### src/rtl/twi_pkg.sv
package twi_pkg;
    localparam int TWI_BYTE_W = 8;
    localparam int TWI_CNT_W  = 4;
    localparam logic [TWI_CNT_W-1:0] TWI_ACK_SLOT = 4'd8;

    typedef enum logic [2:0] {
        ST_IDLE,
        ST_CTRL,
        ST_ADDR,
        ST_WDATA,
        ST_RDATA
    } twi_state_e;
endpackage

### src/rtl/twi_line_sync.sv
module twi_line_sync #(
    parameter int STAGES = 2
) (
    input  logic clk,
    input  logic rst_n,
    input  logic scl_i,
    input  logic sda_i,
    output logic scl_o,
    output logic sda_o,
    output logic scl_rise_o,
    output logic scl_fall_o,
    output logic start_o,
    output logic stop_o
);
    logic [1:0] raw;
    logic [1:0] lvl;
    logic [1:0] prev_d, prev_q;

    assign raw = {sda_i, scl_i};

    for (genvar g = 0; g < 2; g++) begin : g_line
        logic [STAGES-1:0] chain_d, chain_q;
        always_comb chain_d = {chain_q[STAGES-2:0], raw[g]};
        always_ff @(posedge clk or negedge rst_n) begin
            if (!rst_n) chain_q <= '1;
            else        chain_q <= chain_d;
        end
        assign lvl[g] = chain_q[STAGES-1];
    end

    always_comb prev_d = lvl;
    always_ff @(posedge clk or negedge rst_n) begin
        if (!rst_n) prev_q <= 2'b11;
        else        prev_q <= prev_d;
    end

    assign scl_o      = lvl[0];
    assign sda_o      = lvl[1];
    assign scl_rise_o = lvl[0] & ~prev_q[0];
    assign scl_fall_o = ~lvl[0] & prev_q[0];
    assign start_o    = lvl[0] & prev_q[0] & prev_q[1] & ~lvl[1];
    assign stop_o     = lvl[0] & prev_q[0] & ~prev_q[1] & lvl[1];
endmodule

### src/rtl/twi_page_buf.sv
module twi_page_buf #(
    parameter int PAGE_BYTES  = 8,
    parameter int BUSY_CYCLES = 2000
) (
    input  logic                                  clk,
    input  logic                                  rst_n,
    input  logic                                  clr_i,
    input  logic [twi_pkg::TWI_BYTE_W-$clog2(PAGE_BYTES)-1:0] page_i,
    input  logic                                  cap_en_i,
    input  logic [$clog2(PAGE_BYTES)-1:0]         cap_idx_i,
    input  logic [twi_pkg::TWI_BYTE_W-1:0]        cap_data_i,
    input  logic                                  cap_keep_i,
    input  logic                                  commit_i,
    output logic                                  active_o,
    output logic                                  busy_o,
    output logic                                  mem_we_o,
    output logic [twi_pkg::TWI_BYTE_W-1:0]        mem_addr_o,
    output logic [twi_pkg::TWI_BYTE_W-1:0]        mem_wdata_o
);
    import twi_pkg::*;

    localparam int IDX_W  = $clog2(PAGE_BYTES);
    localparam int PAGE_W = TWI_BYTE_W - IDX_W;
    localparam int CNT_W  = $clog2(BUSY_CYCLES + 2);
    localparam logic [IDX_W-1:0] LAST_IDX = IDX_W'(PAGE_BYTES - 1);

    typedef struct packed {
        logic [PAGE_BYTES-1:0][TWI_BYTE_W-1:0] data;
        logic [PAGE_BYTES-1:0]                 keep;
        logic [PAGE_W-1:0]                     page;
        logic                                  run;
        logic [IDX_W-1:0]                      idx;
        logic [CNT_W-1:0]                      cnt;
    } buf_t;

    buf_t q, d;

    always_comb begin
        d = q;
        if (clr_i) begin
            d.keep = '0;
            d.page = page_i;
        end
        if (cap_en_i) begin
            d.data[cap_idx_i] = cap_data_i;
            d.keep[cap_idx_i] = cap_keep_i;
        end
        if (q.run) begin
            if (q.idx == LAST_IDX) begin
                d.run  = 1'b0;
                d.keep = '0;
                d.cnt  = CNT_W'(BUSY_CYCLES);
            end else begin
                d.idx = q.idx + 1'b1;
            end
        end else if (q.cnt != '0) begin
            d.cnt = q.cnt - 1'b1;
        end else if (commit_i) begin
            d.run = 1'b1;
            d.idx = '0;
        end
    end

    always_ff @(posedge clk or negedge rst_n) begin
        if (!rst_n) q <= '0;
        else        q <= d;
    end

    assign active_o    = q.run;
    assign busy_o      = q.run | (q.cnt != '0);
    assign mem_we_o    = q.run & q.keep[q.idx];
    assign mem_addr_o  = {q.page, q.idx};
    assign mem_wdata_o = q.data[q.idx];
endmodule

### src/rtl/twi_mem_slave.sv
module twi_mem_slave #(
    parameter int          PAGE_BYTES  = 8,
    parameter int          BUSY_CYCLES = 2000,
    parameter int          SYNC_STAGES = 2,
    parameter logic [3:0]  TYPE_CODE   = 4'b1010
) (
    input  logic       clk,
    input  logic       rst_n,
    input  logic       scl_i,
    input  logic       sda_i,
    output logic       sda_low_o,
    input  logic [2:0] strap_i,
    output logic [7:0] perm_addr_o,
    input  logic       perm_ok_i,
    output logic [7:0] mem_addr_o,
    output logic       mem_we_o,
    output logic [7:0] mem_wdata_o,
    input  logic [7:0] mem_rdata_i
);
    import twi_pkg::*;

    localparam int IDX_W  = $clog2(PAGE_BYTES);
    localparam int PAGE_W = TWI_BYTE_W - IDX_W;

    typedef struct packed {
        twi_state_e            st;
        logic                  ack;
        logic [TWI_CNT_W-1:0]  cnt;
        logic [TWI_BYTE_W-1:0] sr;
        logic [TWI_BYTE_W-1:0] tx;
        logic                  rw;
        logic                  drv;
        logic                  mack;
        logic [TWI_BYTE_W-1:0] addr;
        logic [IDX_W-1:0]      wptr;
        logic                  pend;
    } ctl_t;

    ctl_t q, d;

    logic scl_lvl, sda_lvl, scl_rise, scl_fall, ev_start, ev_stop;
    logic buf_clr, buf_cap, buf_commit, buf_active, buf_busy, buf_we;
    logic [TWI_BYTE_W-1:0] buf_addr, buf_wdata;

    twi_line_sync #(.STAGES(SYNC_STAGES)) u_sync (
        .clk       (clk),
        .rst_n     (rst_n),
        .scl_i     (scl_i),
        .sda_i     (sda_i),
        .scl_o     (scl_lvl),
        .sda_o     (sda_lvl),
        .scl_rise_o(scl_rise),
        .scl_fall_o(scl_fall),
        .start_o   (ev_start),
        .stop_o    (ev_stop)
    );

    twi_page_buf #(.PAGE_BYTES(PAGE_BYTES), .BUSY_CYCLES(BUSY_CYCLES)) u_buf (
        .clk        (clk),
        .rst_n      (rst_n),
        .clr_i      (buf_clr),
        .page_i     (q.sr[TWI_BYTE_W-1:IDX_W]),
        .cap_en_i   (buf_cap),
        .cap_idx_i  (q.wptr),
        .cap_data_i (q.sr),
        .cap_keep_i (perm_ok_i),
        .commit_i   (buf_commit),
        .active_o   (buf_active),
        .busy_o     (buf_busy),
        .mem_we_o   (buf_we),
        .mem_addr_o (buf_addr),
        .mem_wdata_o(buf_wdata)
    );

    always_comb begin
        d          = q;
        buf_clr    = 1'b0;
        buf_cap    = 1'b0;
        buf_commit = 1'b0;
        if (ev_start) begin
            d.st   = ST_CTRL;
            d.cnt  = '0;
            d.ack  = 1'b0;
            d.drv  = 1'b0;
            d.pend = 1'b0;
        end else if (ev_stop) begin
            buf_commit = q.pend;
            d.st   = ST_IDLE;
            d.cnt  = '0;
            d.ack  = 1'b0;
            d.drv  = 1'b0;
            d.pend = 1'b0;
        end else begin
            case (q.st)
                ST_CTRL, ST_ADDR, ST_WDATA: begin
                    if (scl_rise && !q.ack && q.cnt < TWI_ACK_SLOT) begin
                        d.sr  = {q.sr[TWI_BYTE_W-2:0], sda_lvl};
                        d.cnt = q.cnt + 1'b1;
                    end else if (scl_fall && !q.ack && q.cnt == TWI_ACK_SLOT) begin
                        case (q.st)
                            ST_CTRL: begin
                                if (q.sr[7:4] == TYPE_CODE && q.sr[3:1] == strap_i && !buf_busy) begin
                                    d.ack = 1'b1;
                                    d.drv = 1'b1;
                                    d.rw  = q.sr[0];
                                end else begin
                                    d.st = ST_IDLE;
                                end
                            end
                            ST_ADDR: begin
                                d.ack   = 1'b1;
                                d.drv   = 1'b1;
                                d.addr  = q.sr;
                                d.wptr  = q.sr[IDX_W-1:0];
                                buf_clr = 1'b1;
                            end
                            default: begin
                                d.ack   = 1'b1;
                                d.drv   = 1'b1;
                                d.pend  = 1'b1;
                                buf_cap = 1'b1;
                                d.wptr  = q.wptr + 1'b1;
                                d.addr  = {q.addr[TWI_BYTE_W-1:IDX_W], IDX_W'(q.wptr + 1'b1)};
                            end
                        endcase
                    end else if (scl_fall && q.ack) begin
                        d.ack = 1'b0;
                        d.cnt = '0;
                        d.drv = 1'b0;
                        if (q.st == ST_CTRL) begin
                            if (q.rw) begin
                                d.st   = ST_RDATA;
                                d.tx   = mem_rdata_i;
                                d.drv  = ~mem_rdata_i[TWI_BYTE_W-1];
                                d.addr = q.addr + 1'b1;
                            end else begin
                                d.st = ST_ADDR;
                            end
                        end else begin
                            d.st = ST_WDATA;
                        end
                    end
                end
                ST_RDATA: begin
                    if (scl_rise) begin
                        if (q.ack) d.mack = ~sda_lvl;
                        else       d.cnt  = q.cnt + 1'b1;
                    end else if (scl_fall) begin
                        if (q.ack) begin
                            d.ack = 1'b0;
                            if (q.mack) begin
                                d.cnt  = '0;
                                d.tx   = mem_rdata_i;
                                d.drv  = ~mem_rdata_i[TWI_BYTE_W-1];
                                d.addr = q.addr + 1'b1;
                            end else begin
                                d.st  = ST_IDLE;
                                d.drv = 1'b0;
                            end
                        end else if (q.cnt == TWI_ACK_SLOT) begin
                            d.ack  = 1'b1;
                            d.drv  = 1'b0;
                            d.mack = 1'b0;
                        end else begin
                            d.tx  = {q.tx[TWI_BYTE_W-2:0], 1'b0};
                            d.drv = ~q.tx[TWI_BYTE_W-2];
                        end
                    end
                end
                default: ;
            endcase
        end
    end

    always_ff @(posedge clk or negedge rst_n) begin
        if (!rst_n) begin
            q    <= '0;
            q.st <= ST_IDLE;
        end else begin
            q <= d;
        end
    end

    assign sda_low_o   = q.drv;
    assign perm_addr_o = {q.addr[TWI_BYTE_W-1:IDX_W], q.wptr};
    assign mem_addr_o  = buf_active ? buf_addr : q.addr;
    assign mem_we_o    = buf_we;
    assign mem_wdata_o = buf_wdata;

    logic [PAGE_W-1:0] unused_page;
    assign unused_page = '0;
endmodule

### config.mk
export PLATFORM = sky130hd
export DESIGN_NAME = twi_mem_slave
export DESIGN_NICKNAME = d
export VERILOG_FILES = /design/src/rtl/twi_pkg.sv /design/src/rtl/twi_line_sync.sv /design/src/rtl/twi_page_buf.sv /design/src/rtl/twi_mem_slave.sv
export SDC_FILE = /design/constraint.sdc
export NUM_CORES = 1
export LEC_CHECK = 0
export CAP_MARGIN = 20
export CORE_MARGIN = 4
export CORE_UTILIZATION = 39
export DETAILED_ROUTE_END_ITERATION = 16
export PLACE_DENSITY = 0.62
export SYNTH_ARGS = -nofsm -noshare
export SYNTH_HDL_FRONTEND = slang
export SYNTH_SLANG_ARGS = --single-unit
export TNS_END_PERCENT = 1
### constraint.sdc
create_clock -name clk -period 3.32 [get_ports clk]
set_input_delay 0.332 -clock clk [delete_from_list [all_inputs] [get_ports clk]]
set_output_delay 0.332 -clock clk [all_outputs]
set_load 0.02 [all_outputs]
# Word-level counts from Yosys, hierarchy flattened
# Index checks and enable logic that the tools add are counted.
# totals
regBits	136
latchBits	0
mem_bits_rw	0
mem_bits_ro	0
n_memories	0
# op_classes
addsub	5
n_mul	0
div	0
magnitude_cmp	4
eq_ne	47
shift	0
n_mux	106
bitwise	19
reduce_logical	33
# ops
operator	n
$mux W8	17
$bwmux W64	1
$mux W7	9
$mux W4	12
$ne A5 B5 Y1 const B	9
$mux W1	42
$pmux W8 S2	2
$bmux W8 S3	1
$demux W8 S3	1
$ne A2 B2 Y1 const B	12
$ne A3 B3 Y1 const B	8
$reduce_and A12 Y1	2
$mux W11	2
$pmux W11 S2	1
$mux W3	7
$reduce_and A7 Y1	3
$ne A4 B4 Y1 const B	5
$mux W15	1
$pmux W7 S2	1
$mux W13	1
$reduce_and A13 Y1	1
$mux W12	1
$reduce_and A6 Y1	2
$reduce_bool A11 Y1	1
other kinds (37)	72

# Longest topological paths before layout
# logic_depth
word_depth	14
ltp_mapped	10

# By module
# Synthesis repeated with hierarchy kept, for this count alone.
# unflattened
cells_unflattened	635
area_unflattened_um2	7128.1
# by_module_without_submodules
module	n_inst	cells_each	area_each_um2
twi_page_buf	1	341	4439.3
twi_mem_slave	1	284	2498.6
twi_line_sync	1	10	190.2

# Worst setup path before layout
# No wires, ideal clock.
# synth_timing
path_kind	flip-flop to flip-flop
from	reg u_sync.g_line[0].chain_q[1]
to	reg q[36] in the netlist's numbering
arrival_ns	2.249
t_required_ns	3.195
setup_slack_ns	0.946
path_stages_with_launch	10
synth_period_minus_slack_ns	2.374
cell_sequence	dfstp_2 -> ha_1 -> buf_2 -> or3b_2 -> buf_2 -> o21ai_0 -> a21oi_1 -> o21ai_1 -> or3_4 -> mux2_4
# synth_via
elab_chain_len	9
# synth_rtl
item	line_no	text
from (decl)	twi_line_sync.sv:22	logic [STAGES-1:0] chain_d, chain_q;
from (signal assigned)	twi_line_sync.sv:26	else chain_q <= chain_d;
$not A1 Y1	twi_line_sync.sv:40	assign scl_fall_o = ~lvl[0] & prev_q[0];
$and A1 B1 Y1	twi_line_sync.sv:40	
$logic_and A1 B1 Y1 (2 in series)	twi_mem_slave.sv:99	end else if (scl_fall && !q.ack && q.cnt == TWI_ACK_SLOT) begin
$mux W4	twi_mem_slave.sv:99	
$mux W4	twi_mem_slave.sv:96	if (scl_rise && !q.ack && q.cnt < TWI_ACK_SLOT) begin
$pmux W8 S2	twi_mem_slave.sv:94	case (q.st)
$mux W8	twi_mem_slave.sv:86	end else if (ev_stop) begin
$mux W8	twi_mem_slave.sv:80	if (ev_start) begin
to (decl)	twi_mem_slave.sv:39	ctl_t q, d;
# Several ways; a longest one is shown, not always the timed one. The select of a mux whose other input is x is not followed.
# A chain may end at the register's enable or synchronous reset.

# Final worst setup path
# layout_timing
from	reg u_buf.q, in the netlist u_buf.mem_addr_o[0]
to	out mem_wdata_o[6]
# layout_via
elab_chain_len	2
# layout_rtl
item	line_no	text
from (decl)	twi_page_buf.sv:36	buf_t q, d;
from (signal assigned)	twi_page_buf.sv:65	if (!rst_n) q <= '0;
from (signal assigned)	twi_page_buf.sv:66	else q <= d;
$bmux W8 S3	twi_page_buf.sv:73	assign mem_wdata_o = q.data[q.idx];
$mux W8 (not written as such)	twi_page_buf.sv:73	
to (decl)	twi_mem_slave.sv:17	output logic [7:0] mem_wdata_o,
# No other way between the ends. The select of a mux whose other input is x is not followed.

==> impl_results.md <==
- Status: finished clean
- Yosys top cell by area: dfrtp_1
- Fmax: 346 MHz
- Worst setup SP type: register
- Hold WS: around 0.31 ns
- Die width: approximately 140 um
- Pins Over Slew Limit: 0
- Mapped Area: approximately 0.007 mm^2
- H-tree depth: 4
- Register clock-pin slew on the reported worst setup and hold paths: ~0.060 ns
- Die height: 142 um
- Delay of the slowest cell on the worst path: 0.57 ns
- Synth top area cells: dfrtp_1, mux2_2, mux4_2
- CTS tree: yes
- Filler instances: 1,579
- CP Capture Type: primary output
- GRT Total Usage: 0.170
- Vias in the first global route: 5,012
- Tcrit/Tclk final: 0.870
- Dpl hpwl: ~11,000 um
- Share of Yosys cell area claimed by the top area cell type: 0.465
- Antenna diodes: 0
- RSZ-0062 raised after global routing: false
- Final Wtd Congestion: 0.941
- Starting Density: 0.402
- Slowest CP cell: mux4_2
- Synth warnings: 0
- Minimum clock period: 2.89 ns
- Root Buffer Master: clkbuf_16
- P per Cell Area: 580 mW/mm^2
- CTS buffer count: 17
- Post-synth cell types: 69
- Synth Area per Inst: about 12 um^2
- Commonest non-fill, non-tap cell in the layout: dfrtp_1
- Routed len/inst: 19.2 um
- Initial DRC Count: 388
- Post-route setup TNS: 0 ns
- Crit-path max FO: 22
- Worst path cell trace: buf_4 > mux4_2 > mux2_2 > clkdlybuf4s50_1
- Global-route wire length before repair: approximately 27,000 um
- Pre-antenna DRT Iters: 5
- CP Class: register to primary output
- Sequential share of the synthesized area: 0.487
- Final layout net count: 645
- Max-cap check violation count: 0
- Crit path max-delay family: buffers and inverters
- Async SR Flop Fraction: 1.00
- Flop and latch count out of synthesis: 136
- Postcts setup bufs: 0
- Largest net degree at the start of global routing: 66
- Vias post-DR: 4,764
- Buf+Inv Stages, Crit Path: 2
- I/O pin count: 42
- Leak Pwr: 3.67 nW
- Final WL: 16,400 um
- Die area: 0.0201 mm^2
- Grt total ovfl: 0
- Clock Skews: between 0.01 and 0.015 ns
- Main synth FF type: dfrtp_1
- Critical Path AT: 2.56 ns
- Area Growth Syn to Fin: 16.9%
- Initial antenna violation count: 0
- Placeable Area: 0.0174 mm^2
- Vias per cell: 5.57
- Slew @ Worst Pin: 0.717 ns
- Setup violations, final: 0
- Clk_lat worst skew: about 0.42 ns
- CP Data Required Time: 2.99 ns
- Row Count: 48
- CTS Buffer Depth: 2
- I/O Buffers: 41
- Gate Count Post-Synth: around 600
- Worst min-delay path category: primary input to register
- DRC: 0
- Detail Route Antenna Nets: 0
- CTS resizes: 0
- Share of cells above drive strength 1: 0.279
- Most frequent cells in the layout: dfrtp_1, mux2_2, nand2_1
- Fin. Hold Viols: 0
- Slew headroom: 0.522
- Largest vdd supply drop: roughly 0.37 mV
- Clock Sinks: 136
- Syn Nets: approximately 600
- Number of synthesized flops with an enable pin: 0
==> metal layers <==
metal,vias up,part of all wire,track usage
met5,-,0,0
li1,2208,-,-
met3,16,0.039,0.0386
met4,0,0.016,0.0611
met2,114,0.50,0.283
met1,2426,0.44,0.218
==> power breakdown <==
group | total, W | switching (W) | internal (W)
clock | 0.00195 | 0.000708 | 0.00124
combinational | 0.000627 | 0.000325 | 0.000302
sequential | 0.00217 | 0.000332 | 0.00184
==> final cells by class <==
cell class	count	area [um^2]	area share
inverters	14	52.6	0.00642
repair buffers	48	475	0.0581
well taps	225	282	0.0344
clock buffers	21	470	0.0575
multi-input cells	401	3350	0.409
flip-flops and latches	136	3410	0.417
clock inverters	10	144	0.0176
==> synth_stat cells, types with 5 or more instances <==
| cell type | n |
|---|---|
| and2_1 | 5 |
| buf_2 | 6 |
| mux4_2 | 18 |
| buf_4 | 8 |
| dfrtp_1 | 130 |
| o21ai_0 | 33 |
| mux2i_1 | 9 |
| a21oi_1 | 23 |
| nand3_1 | 20 |
| o31ai_1 | 8 |
| nor3_1 | 7 |
| nor2_1 | 26 |
| nand2_1 | 50 |
| mux2_2 | 95 |
| ha_1 | 11 |
| dfstp_2 | 6 |
| inv_1 | 14 |
| xnor2_1 | 5 |
| clkbuf_1 | 19 |
| nand2b_1 | 6 |
| xor2_1 | 8 |
==> logic make-up (layout without fill, tap and decap cells) <==
kind of cell | after synthesis | in the layout | share of synthesized area
simple gates | 151 | 151 | 0.119
flops | 136 | 136 | 0.487
mux | 125 | 125 | 0.230
compound gates | 101 | 101 | 0.0930
buf+inv | 52 | 93 | 0.0343
xor+xnor | 13 | 13 | 0.0163
fa+ha+maj | 11 | 11 | 0.0197
==> final timing paths <==
path	depth (start not counted)	from	end	slack, ns
worst max-delay path	4	u_buf.mem_addr_o[0]	mem_wdata_o[6]	0.43
worst min-delay path	1	sda_i	u_sync.g_line[1].chain_q[0]	0.31
worst max register to register	5	q[35]	u_buf.q[88]	0.46
worst min register to register	0	u_sync.g_line[1].chain_q[0]	u_sync.g_line[1].chain_q[1]	0.36
max in group asynchronous	3	rst_n	u_sync.prev_q[1]	2.00
min in group asynchronous	2	rst_n	q[33]	0.51
==> flip-flops by register name, indices dropped and copies added, names as in the netlist <==
register / flops
u_buf.mem_addr_o: 8
perm_addr_o: 8
u_buf.q: 83
q: 29
u_sync.prev_q: 2
sda_low_o: 1
u_sync.g_line.chain_q: 4
u_buf.active_o: 1
==> repair_timing <==
item	CTS	global route
hold endpoints to repair	12	0
hold buffers	1	0
endpoints found under the setup margin	0	0
==> through the flow <==
stage	utilization	setup slack, ns	area [um^2]	total power [W]	cells
global placement	0.434	0.542	7560	0.00278	823
detailed placement	0.434	0.505	7560	0.00282	823
global route	0.470	0.268	8180	0.00497	855
CTS	0.470	0.379	8180	0.00478	855
floorplan	-	0.946	7000	0.00256	589
finish	0.470	0.431	8180	0.00475	855
(Power assumes the default switching activity.)
